$ cat config.mk
export PLATFORM = sky130hd
export DESIGN_NAME = snoop_coherence_system
export DESIGN_NICKNAME = d
export VERILOG_FILES = /design/src/rtl/coh_pkg.sv /design/src/rtl/coh_rr_arbiter.sv /design/src/rtl/coh_shared_mem.sv /design/src/rtl/coh_agent.sv /design/src/rtl/snoop_coherence_system.sv
export SDC_FILE = /design/constraint.sdc
export NUM_CORES = 1
export LEC_CHECK = 0
export ABC_CLOCK_PERIOD_IN_PS = 7300
export BUFFER_PORTS_ARGS = -buffer_cell sky130_fd_sc_hd__buf_2
export CORE_AREA = 3 3 184 231
export CTS_CLUSTER_SIZE = 24
export DETAILED_ROUTE_END_ITERATION = 16
export DIE_AREA = 0 0 187 234
export GPL_TIMING_DRIVEN = 0
export PLACE_DENSITY = 0.64
export SYNTH_ARGS = -nofsm -noshare
export SYNTH_HDL_FRONTEND = slang
export SYNTH_SLANG_ARGS = --single-unit
$ cat constraint.sdc
create_clock -name clk -period 7.3 [get_ports clk]
set_input_delay 0.73 -clock clk [delete_from_list [all_inputs] [get_ports clk]]
set_output_delay 0.73 -clock clk [all_outputs]
set_load 0.02 [all_outputs]
$ cat src/rtl/coh_pkg.sv
package coh_pkg;

  typedef enum logic [1:0] {
    LS_INV = 2'b00,
    LS_SHR = 2'b01,
    LS_MOD = 2'b10
  } line_state_e;

  typedef enum logic [2:0] {
    BOP_NONE = 3'd0,
    BOP_RD   = 3'd1,
    BOP_RDX  = 3'd2,
    BOP_INV  = 3'd3,
    BOP_WB   = 3'd4
  } bus_op_e;

endpackage

$ cat src/rtl/coh_rr_arbiter.sv
module coh_rr_arbiter #(
  parameter int N = 3,
  localparam int SRC_W = (N > 1) ? $clog2(N) : 1
) (
  input  logic             clk,
  input  logic             rst,
  input  logic [N-1:0]     req,
  output logic [N-1:0]     grant,
  output logic [SRC_W-1:0] gidx,
  output logic             any
);

  logic [SRC_W-1:0] ptr_q;

  function automatic int wrap_idx(int base, int step);
    int s;
    s = base + step;
    if (s >= N) s = s - N;
    return s;
  endfunction

  always_comb begin
    grant = '0;
    gidx  = '0;
    any   = 1'b0;
    for (int k = 0; k < N; k++) begin
      if (!any && req[wrap_idx(int'(ptr_q), k)]) begin
        grant[wrap_idx(int'(ptr_q), k)] = 1'b1;
        gidx = SRC_W'(wrap_idx(int'(ptr_q), k));
        any  = 1'b1;
      end
    end
  end

  always_ff @(posedge clk) begin
    if (rst) begin
      ptr_q <= '0;
    end else if (any) begin
      ptr_q <= (gidx == SRC_W'(N - 1)) ? '0 : gidx + SRC_W'(1);
    end
  end

endmodule

$ cat src/rtl/coh_shared_mem.sv
module coh_shared_mem #(
  parameter int ADDR_W = 4,
  parameter int DATA_W = 8,
  localparam int DEPTH = 1 << ADDR_W
) (
  input  logic              clk,
  input  logic              rst,
  input  logic              we,
  input  logic [ADDR_W-1:0] addr,
  input  logic [DATA_W-1:0] wdata,
  output logic [DATA_W-1:0] rdata
);

  logic [DATA_W-1:0] mem_q [DEPTH];

  assign rdata = mem_q[addr];

  always_ff @(posedge clk) begin
    if (rst) begin
      for (int i = 0; i < DEPTH; i++) mem_q[i] <= '0;
    end else if (we) begin
      mem_q[addr] <= wdata;
    end
  end

endmodule

$ cat src/rtl/coh_agent.sv
module coh_agent
  import coh_pkg::*;
#(
  parameter int AGENT_ID = 0,
  parameter int N        = 3,
  parameter int ADDR_W   = 4,
  parameter int IDX_W    = 2,
  parameter int DATA_W   = 8,
  localparam int SRC_W   = (N > 1) ? $clog2(N) : 1,
  localparam int LINES   = 1 << IDX_W,
  localparam int TAG_W   = ADDR_W - IDX_W
) (
  input  logic              clk,
  input  logic              rst,
  input  logic              cpu_req,
  input  logic              cpu_we,
  input  logic [ADDR_W-1:0] cpu_addr,
  input  logic [DATA_W-1:0] cpu_wdata,
  output logic              cpu_done,
  output logic [DATA_W-1:0] cpu_rdata,
  output logic              bus_req,
  output bus_op_e           req_op,
  output logic [ADDR_W-1:0] req_addr,
  output logic [DATA_W-1:0] req_data,
  input  logic              grant,
  input  logic              snp_valid,
  input  bus_op_e           snp_op,
  input  logic [ADDR_W-1:0] snp_addr,
  input  logic [SRC_W-1:0]  snp_src,
  input  logic [DATA_W-1:0] fill_data,
  output logic              supply,
  output logic [DATA_W-1:0] supply_data
);

  line_state_e       st_q  [LINES];
  logic [TAG_W-1:0]  tag_q [LINES];
  logic [DATA_W-1:0] dat_q [LINES];

  logic [IDX_W-1:0] c_idx, s_idx;
  logic [TAG_W-1:0] c_tag, s_tag;
  line_state_e      c_st, s_st;
  logic             c_present, from_other, s_hit, collide, active, local_hit;

  assign c_idx     = cpu_addr[IDX_W-1:0];
  assign c_tag     = cpu_addr[ADDR_W-1:IDX_W];
  assign c_st      = st_q[c_idx];
  assign c_present = (c_st != LS_INV) && (tag_q[c_idx] == c_tag);

  assign s_idx      = snp_addr[IDX_W-1:0];
  assign s_tag      = snp_addr[ADDR_W-1:IDX_W];
  assign s_st       = st_q[s_idx];
  assign from_other = snp_valid && (snp_src != SRC_W'(AGENT_ID));
  assign s_hit      = from_other && (s_st != LS_INV) && (tag_q[s_idx] == s_tag);

  // owner intervention on reads and read-exclusives
  assign supply      = s_hit && (s_st == LS_MOD) &&
                       ((snp_op == BOP_RD) || (snp_op == BOP_RDX));
  assign supply_data = dat_q[s_idx];

  // a local hit waits one cycle if another agent's transaction touches the same line
  assign collide = from_other && (s_idx == c_idx);
  assign active  = cpu_req && !cpu_done;

  // op chosen from the line state at the moment of the request
  always_comb begin
    req_op   = BOP_NONE;
    req_addr = cpu_addr;
    req_data = dat_q[c_idx];
    if (c_present) begin
      if (cpu_we && (c_st == LS_SHR)) req_op = BOP_INV;
    end else if (c_st == LS_MOD) begin
      req_op   = BOP_WB;
      req_addr = {tag_q[c_idx], c_idx};
    end else begin
      req_op = cpu_we ? BOP_RDX : BOP_RD;
    end
  end

  assign bus_req   = active && (req_op != BOP_NONE);
  assign local_hit = active && (req_op == BOP_NONE) && !collide;

  always_ff @(posedge clk) begin
    if (rst) begin
      for (int i = 0; i < LINES; i++) begin
        st_q[i]  <= LS_INV;
        tag_q[i] <= '0;
        dat_q[i] <= '0;
      end
      cpu_done  <= 1'b0;
      cpu_rdata <= '0;
    end else begin
      cpu_done <= 1'b0;

      if (s_hit) begin
        case (snp_op)
          BOP_RD:           if (s_st == LS_MOD) st_q[s_idx] <= LS_SHR;
          BOP_RDX, BOP_INV: st_q[s_idx] <= LS_INV;
          default:          ;
        endcase
      end

      if (local_hit) begin
        cpu_done <= 1'b1;
        if (cpu_we) begin
          dat_q[c_idx] <= cpu_wdata;
          cpu_rdata    <= cpu_wdata;
        end else begin
          cpu_rdata <= dat_q[c_idx];
        end
      end

      if (grant) begin
        case (req_op)
          BOP_WB: st_q[c_idx] <= LS_INV;
          BOP_RD: begin
            st_q[c_idx]  <= LS_SHR;
            tag_q[c_idx] <= c_tag;
            dat_q[c_idx] <= fill_data;
            cpu_rdata    <= fill_data;
            cpu_done     <= 1'b1;
          end
          BOP_RDX, BOP_INV: begin
            st_q[c_idx]  <= LS_MOD;
            tag_q[c_idx] <= c_tag;
            dat_q[c_idx] <= cpu_wdata;
            cpu_rdata    <= cpu_wdata;
            cpu_done     <= 1'b1;
          end
          default: ;
        endcase
      end
    end
  end

endmodule

$ cat src/rtl/snoop_coherence_system.sv
module snoop_coherence_system
  import coh_pkg::*;
#(
  parameter int NUM_AGENTS = 3,
  parameter int ADDR_W     = 4,
  parameter int IDX_W      = 2,
  parameter int DATA_W     = 8,
  localparam int SRC_W     = (NUM_AGENTS > 1) ? $clog2(NUM_AGENTS) : 1
) (
  input  logic                         clk,
  input  logic                         rst,
  input  logic [NUM_AGENTS-1:0]        cpu_req,
  input  logic [NUM_AGENTS-1:0]        cpu_we,
  input  logic [NUM_AGENTS*ADDR_W-1:0] cpu_addr,
  input  logic [NUM_AGENTS*DATA_W-1:0] cpu_wdata,
  output logic [NUM_AGENTS-1:0]        cpu_done,
  output logic [NUM_AGENTS*DATA_W-1:0] cpu_rdata,
  output logic                         trc_valid,
  output logic [2:0]                   trc_op,
  output logic [SRC_W-1:0]             trc_src,
  output logic [ADDR_W-1:0]            trc_addr,
  output logic [DATA_W-1:0]            trc_data,
  output logic                         trc_owner
);

  logic [NUM_AGENTS-1:0] bus_req_vec, grant_vec, supply_vec;
  bus_op_e               req_op_a      [NUM_AGENTS];
  logic [ADDR_W-1:0]     req_addr_a    [NUM_AGENTS];
  logic [DATA_W-1:0]     req_data_a    [NUM_AGENTS];
  logic [DATA_W-1:0]     supply_data_a [NUM_AGENTS];

  logic [SRC_W-1:0]  gidx;
  logic              bus_any, owner_hit, mem_we;
  bus_op_e           bus_op;
  logic [ADDR_W-1:0] bus_addr;
  logic [DATA_W-1:0] bus_wdata, owner_data, mem_rdata, bus_data, mem_wdata;

  coh_rr_arbiter #(.N(NUM_AGENTS)) u_arb (
    .clk   (clk),
    .rst   (rst),
    .req   (bus_req_vec),
    .grant (grant_vec),
    .gidx  (gidx),
    .any   (bus_any)
  );

  for (genvar g = 0; g < NUM_AGENTS; g++) begin : g_agent
    coh_agent #(
      .AGENT_ID (g),
      .N        (NUM_AGENTS),
      .ADDR_W   (ADDR_W),
      .IDX_W    (IDX_W),
      .DATA_W   (DATA_W)
    ) u_agent (
      .clk         (clk),
      .rst         (rst),
      .cpu_req     (cpu_req[g]),
      .cpu_we      (cpu_we[g]),
      .cpu_addr    (cpu_addr[g*ADDR_W +: ADDR_W]),
      .cpu_wdata   (cpu_wdata[g*DATA_W +: DATA_W]),
      .cpu_done    (cpu_done[g]),
      .cpu_rdata   (cpu_rdata[g*DATA_W +: DATA_W]),
      .bus_req     (bus_req_vec[g]),
      .req_op      (req_op_a[g]),
      .req_addr    (req_addr_a[g]),
      .req_data    (req_data_a[g]),
      .grant       (grant_vec[g]),
      .snp_valid   (bus_any),
      .snp_op      (bus_op),
      .snp_addr    (bus_addr),
      .snp_src     (gidx),
      .fill_data   (bus_data),
      .supply      (supply_vec[g]),
      .supply_data (supply_data_a[g])
    );
  end

  assign bus_op    = bus_any ? req_op_a[gidx] : BOP_NONE;
  assign bus_addr  = req_addr_a[gidx];
  assign bus_wdata = req_data_a[gidx];

  always_comb begin
    owner_data = '0;
    for (int i = 0; i < NUM_AGENTS; i++) begin
      if (supply_vec[i]) owner_data = owner_data | supply_data_a[i];
    end
  end

  assign owner_hit = |supply_vec;
  assign bus_data  = owner_hit ? owner_data :
                     ((bus_op == BOP_WB) ? bus_wdata : mem_rdata);
  assign mem_we    = (bus_op == BOP_WB) || ((bus_op == BOP_RD) && owner_hit);
  assign mem_wdata = (bus_op == BOP_WB) ? bus_wdata : owner_data;

  coh_shared_mem #(.ADDR_W(ADDR_W), .DATA_W(DATA_W)) u_mem (
    .clk   (clk),
    .rst   (rst),
    .we    (mem_we),
    .addr  (bus_addr),
    .wdata (mem_wdata),
    .rdata (mem_rdata)
  );

  always_ff @(posedge clk) begin
    if (rst) begin
      trc_valid <= 1'b0;
      trc_op    <= 3'd0;
      trc_src   <= '0;
      trc_addr  <= '0;
      trc_data  <= '0;
      trc_owner <= 1'b0;
    end else begin
      trc_valid <= bus_any;
      trc_op    <= bus_op;
      trc_src   <= gidx;
      trc_addr  <= bus_addr;
      trc_data  <= bus_data;
      trc_owner <= owner_hit;
    end
  end

endmodule

# Word level (Yosys, flattened, before mapping)
# Memories as Yosys holds them, arrays and structs flattened.
# Index checks and enable logic that the tools add are counted.
# totals
reg_bits,48
ramBits,272
inputBits,44
out_inout_bits,46
word_cells,409
mem_count,10
# op_classes
n_addsub,6
order_cmp,13
n_eq_ne,37
mux,221
bitwise,23
reduce_logical,86
# mem_list
name,words,word_bits,read_ports,rd_ports_with_merged_regs,wr,line,rtl
u_mem.mem_q,16,8,1,0,16,coh_shared_mem.sv:14,logic [DATA_W-1:0] mem_q [DEPTH];
g_agent[0].u_agent.dat_q,4,8,2,0,4,coh_agent.sv:37,logic [DATA_W-1:0] dat_q [LINES];
g_agent[1].u_agent.dat_q,4,8,2,0,4,coh_agent.sv:37,
g_agent[2].u_agent.dat_q,4,8,2,0,4,coh_agent.sv:37,
g_agent[0].u_agent.st_q,4,2,2,0,4,coh_agent.sv:35,line_state_e st_q [LINES];
g_agent[0].u_agent.tag_q,4,2,2,0,4,coh_agent.sv:36,logic [TAG_W-1:0] tag_q [LINES];
4 more memories,--,--,--,--,--,--,
# op_table
cell,count
$mux W8,27
$lt A32 B4 Y1 const B,6
$mux W32,6
$mux W1,112
$ge A32 B1 Y1 const B,3
$mux W2,43
$ge A32 B3 Y1 const B,2
$sub A32 B3 Y32 const B,2
$pmux W8 S2,3
$logic_and A1 B1 Y1,42
$mux W3,12
$mux W4,9
$reduce_or A8 Y1,4
$reduce_or A2 Y1,13
$eq A3 B2 Y1 const B,8
$eq A2 B2 Y1,9
$or A1 B1 Y1,18
$bmux W8 S2,1
$or A8 B8 Y8,2
$eq A2 B2 Y1 const B,7
$reduce_bool A2 Y1,7
$eq A3 B1 Y1 const B,4
$eq A3 B3 Y1 const B,4
$reduce_or A3 Y1,4
19 further kinds,38

# Depth between registers and ports, before layout
# An unclocked memory read counts as a cell.
# logic_depth
word_depth,36
ltp_mapped,20
ltp_nobuf,14

# Cells and area by module
# From an unflattened synthesis, not the netlist that was laid out.
# hier_totals
cells_unflattened,1433
area_unflattened_um2,17944.7
# by_module_without_submodules
mod,n_inst,cells_each,area_per_inst_um2,seq_area_each_um2
coh_shared_mem,1,376,5880.6,3843.7
coh_agent (g_agent[2].u_agent),1,299,3550.9,1621.6
coh_agent (g_agent[1].u_agent),1,277,3497.1,1621.6
coh_agent (g_agent[0].u_agent),1,290,3397.0,1621.6
snoop_coherence_system,1,139,1222.4,380.4
coh_rr_arbiter,1,52,396.6,40.0

# Least setup slack after synthesis
# Ideal clock, no wire load.
# synth_path
kind,input port to flip-flop
start,in cpu_addr[4]
end,mem g_agent[0].u_agent.dat_q[3][0] (enable)
setup_time_ps,387
arrival_time_ps,5080
t_required_ps,6913
path_slack_ps,1833
stages,15
path_buffers,4
path_cell_list,buf_6 > mux4_2 > xor2_2 > o311ai_4 > or3b_1 > buf_6 > o32ai_2 > nor2_4 > buf_2 > xnor2_1 > a311oi_1 > and2_1 > a21oi_1 > clkbuf_1 > o31ai_1
# synth_rtl
element,line,rtl
start: declaration,snoop_coherence_system.sv:14,"input logic [NUM_AGENTS*ADDR_W-1:0] cpu_addr,"
end: declaration,coh_agent.sv:37,

==> flow_summary_export.csv <==
group,metric,value,unit
critical_path,regToRegStartpoint,"g_agent[1].u_agent.tag_q[2][1]",
run_status,violations,"capacitance limit",
power_and_ir_drop,p_leak,7.33,nW
clock_tree,cts_made_buffers,36,
sta,tightest_slew,1.47,ns
min_path,min_from,"cpu_wdata[15]",
routing,firstDrtPassIters,6,
yosys,synth_simple_gate_area_share,15.5,%
routing,drt-initial-drc-count,1857,
critical_path,worstPathRequired,7.50,ns
clock_tree,clock-sinks,320,
sta,final_max_slew_viol_count,0,
critical_path,worstSetupPathType,"input port to flop",
sta,min_period,7.11,ns
cells_and_area,multiInputGateArea,0.00844,mm²
power_and_ir_drop,p_per_area,443,mW/mm²
clock_tree,htree_levels,2,
routing,drt-total-wl,65100,µm
yosys,synth_compound_area_share,16.4,%
yosys,synth_area_leaders,"edfxtp_1 (45%), mux4_2 (7.8%), dfxtp_1 (5.3%)",
routing,routed.top_layer,"met5",
placement,place_congestion,1.04,
power_and_ir_drop,clock_power_share,20.5,%
yosys,yosysTopAreaCell,"edfxtp_1",
sta,finalClockSkew,0.0352,ns
sta,setup_violations,0,
cells_and_area,syn_to_final_growth,12.8,%
sta,finalSetupTns,0,ns
routing,drt-met1-wl,22800,µm
routing,dr_wl_met2,31900,µm
clock_tree,clk_path_buf_depth,3,
yosys,synth_edf_count,272,
yosys,synth-seq-area-share,50.2,%
routing,post_drt_via_cell_ratio,6.40,
cells_and_area,layout.nets,1828,
yosys,syn_inst,1654,
run_status,status,"finished with violations",
clock_tree,hold_buffers,0,
routing,antenna_left,0,
yosys,synth_adder_area_share,0.330,%
power_and_ir_drop,p_int,4.77,mW
sta,fmax,141,MHz
yosys,synth_top_family_by_area,"compound AO/OA/AOI/OAI gates",
floorplan,start_util,45.1,%
routing,wl_met3,5650,µm
floorplan,io_pins,90,
sta,fin_hold_ws,0.434,ns
yosys,synth_cell_type_count,104,
floorplan,fp.dieW,187,µm
yosys,avgSynthCellArea,11.0,µm²
floorplan,dieHeight,234,µm
yosys,synth_xor_area_share,1.15,%
global_route,grt_util_all_layers,29.1,%
yosys,synth_seq_cells,320,
sta,hold_viol,0,
clock_tree,clk_pin_slew_worst_paths,0.06,ns
sta,min_period_over_period,97.4,%
sta,relSlewSlack,1.25,%
critical_path,startpoint_type,"input port",
clock_tree,tritoncts,"yes",
global_route,antenna_found_initial,4,
floorplan,die_area,0.0438,mm²
min_path,min_path_type,"input port to flop",
power_and_ir_drop,pwr-share-seq,26.2,%
yosys,async_flop_share,0,%
placement,port_buffers,86,
yosys,synth.top_cell.area_share,44.9,%
critical_path,critical_path_arrival,7.30,ns
yosys,synth.area.mux_share,13.0,%
clock_tree,ctsResizeCount,0,
global_route,grt_overflow,0,
routing,via_count,15050,
yosys,syn_area,0.0182,mm²
global_route,grt_pass1_vias,14929,
cells_and_area,fillers,3734,
routing,wl_per_cell,27.7,µm
power_and_ir_drop,combPwrFrac,53.3,%
yosys,synth_ff_type,"edfxtp_1",
critical_path,end_kind,"flop",
min_path,min_path_cells,3,
cells_and_area,drive_gt1_share,18.5,%
clock_tree,postCtsSetupRepairBufs,0,
placement,hpwlAfterDp,48800,µm
critical_path,path_max_fanout,10,
global_route,grt_max_degree,15,
yosys,synth_warnings,0,
yosys,syn-num-nets,1702,
routing,route.detailed.drc,0,
floorplan,core_area,0.0403,mm²
power_and_ir_drop,peakVddDrop,0.218,mV
flow_run,cap_violations,1,
clock_tree,cts_root_buf,"clkbuf_16",
power_and_ir_drop,p_sw_share,47.5,%
clock_tree,clk_latency,0.56,ns
critical_path,critPathLaunch,"cpu_addr[0]",
floorplan,rows,82,
critical_path,reg2reg_depth,15,
global_route,grt_pass1_wl,94500,µm
sta,rsz0062_at_grt,"no",
cells_and_area,antenna_cells,0,
cells_and_area,regArea,0.00913,mm²
power_and_ir_drop,p_switching,4.32,mW
-- flip-flops by register name (all words and copies together) (netlist names) --
name                       flops
trc_src                        2
u_mem.mem_q                  128
g_agent.u_agent.cpu_done       3
trc_data                       8
g_agent.u_agent.st_q          24
trc_addr                       4
g_agent.u_agent.cpu_rdata     24
trc_owner                      1
u_arb.ptr_q                    2
g_agent.u_agent.tag_q         24
trc_valid                      1
g_agent.u_agent.dat_q         96
trc_op                         3
-- layer usage --
metal	vias up	global-route usage, %
met5	-	0
met4	8	18.6
met3	239	5.76
met2	866	50.2
met1	7379	33.4
li1	6558	-
-- cells in the mapped netlist, types with 15 or more instances --
master / n
edfxtp_1: 272
nor2_1: 255
nand2_1: 194
a211oi_1: 91
clkbuf_1: 64
mux4_2: 63
a21oi_1: 62
o21ai_0: 55
mux2i_1: 53
dfxtp_1: 48
nor3_1: 44
nand3_1: 35
buf_2: 26
a22oi_1: 25
inv_1: 24
mux2_2: 20
nor2b_1: 19
and3_1: 17
a31oi_1: 15
xnor2_1: 15
-- stage by stage --
stage | worst slack, ns | power, mW | util (%) | cell area (µm²) | instances
2_1_floorplan | 1.83 | 5.39 | - | 18200 | 1654
3_3_place_gp | -0.354 | 7.09 | 47.9 | 19300 | 2286
3_5_place_dp | -0.400 | 7.15 | 48.0 | 19300 | 2288
4_1_cts | 0.106 | 8.99 | 50.9 | 20500 | 2351
5_1_grt | 0.106 | 9.39 | 50.9 | 20500 | 2351
6_report | 0.192 | 9.09 | 50.9 | 20500 | 2351
-- final timing paths --
check	end	slack, ns
worst min register to register	u_arb.ptr_q[1]	0.55
worst max register to register	g_agent[0].u_agent.dat_q[2][7]	0.27
worst max-delay path	u_mem.mem_q[11][2]	0.19
worst min-delay path	g_agent[1].u_agent.cpu_rdata[7]	0.43
-- cells in the final DEF (no fill, tap or decap), types with 19 or more instances in the layout --
cell / count
buf_2: 112
inv_1: 24
nor2_1: 255
mux2i_1: 53
nand3_1: 35
a211oi_1: 91
edfxtp_1: 272
clkbuf_1: 71
nor2b_1: 19
mux2_2: 20
nor3_1: 44
clkbuf_16: 37
dfxtp_1: 48
mux4_2: 63
o21ai_0: 52
a22oi_1: 25
nand2_1: 194
a21oi_1: 62
-- power groups by stage --
stage          Sequential (mW)  Combinational [mW]  Clock [mW]
2_1_floorplan             2.48                2.91           0
3_3_place_gp              2.41                4.68           0
3_5_place_dp              2.42                4.73           0
4_1_cts                   2.38                4.75        1.86
5_1_grt                   2.40                5.05        1.93
6_report                  2.39                4.85        1.86
-- kinds of logic (layout without fill, tap and decap cells) --
group	Yosys count	count (layout)
simple gates	635	635
buf+inv	142	293
flops	320	320
mux	143	143
xor+xnor	23	23
compound gates	386	386
fa+ha+maj	5	5
-- area by class of cell --
| cell class | instances | area share [%] |
|---|---|---|
| clock inverter | 16 | 0.927 |
| sequential | 320 | 44.5 |
| clock buffer | 47 | 4.84 |
| multi-input combinational | 1192 | 41.1 |
| timing repair buffer | 88 | 2.19 |
| inverter | 27 | 0.494 |
| tap | 546 | 3.33 |
| buffer | 115 | 2.62 |
-- worst max-delay path: stages --
cell and delay [ns]:
buf_2 0.15, buf_2 0.35, mux4_2 0.41, xor2_1 0.21, or3_1 0.46, a21oi_2 0.51
o32a_1 0.35, clkbuf_1 0.42, nand2_1 0.57, clkbuf_1 0.54, clkbuf_1 0.45, nor2_1 1.05
o211ai_2 0.54, nand2_1 0.54
Note: power is estimated with default switching activity, not from simulation.
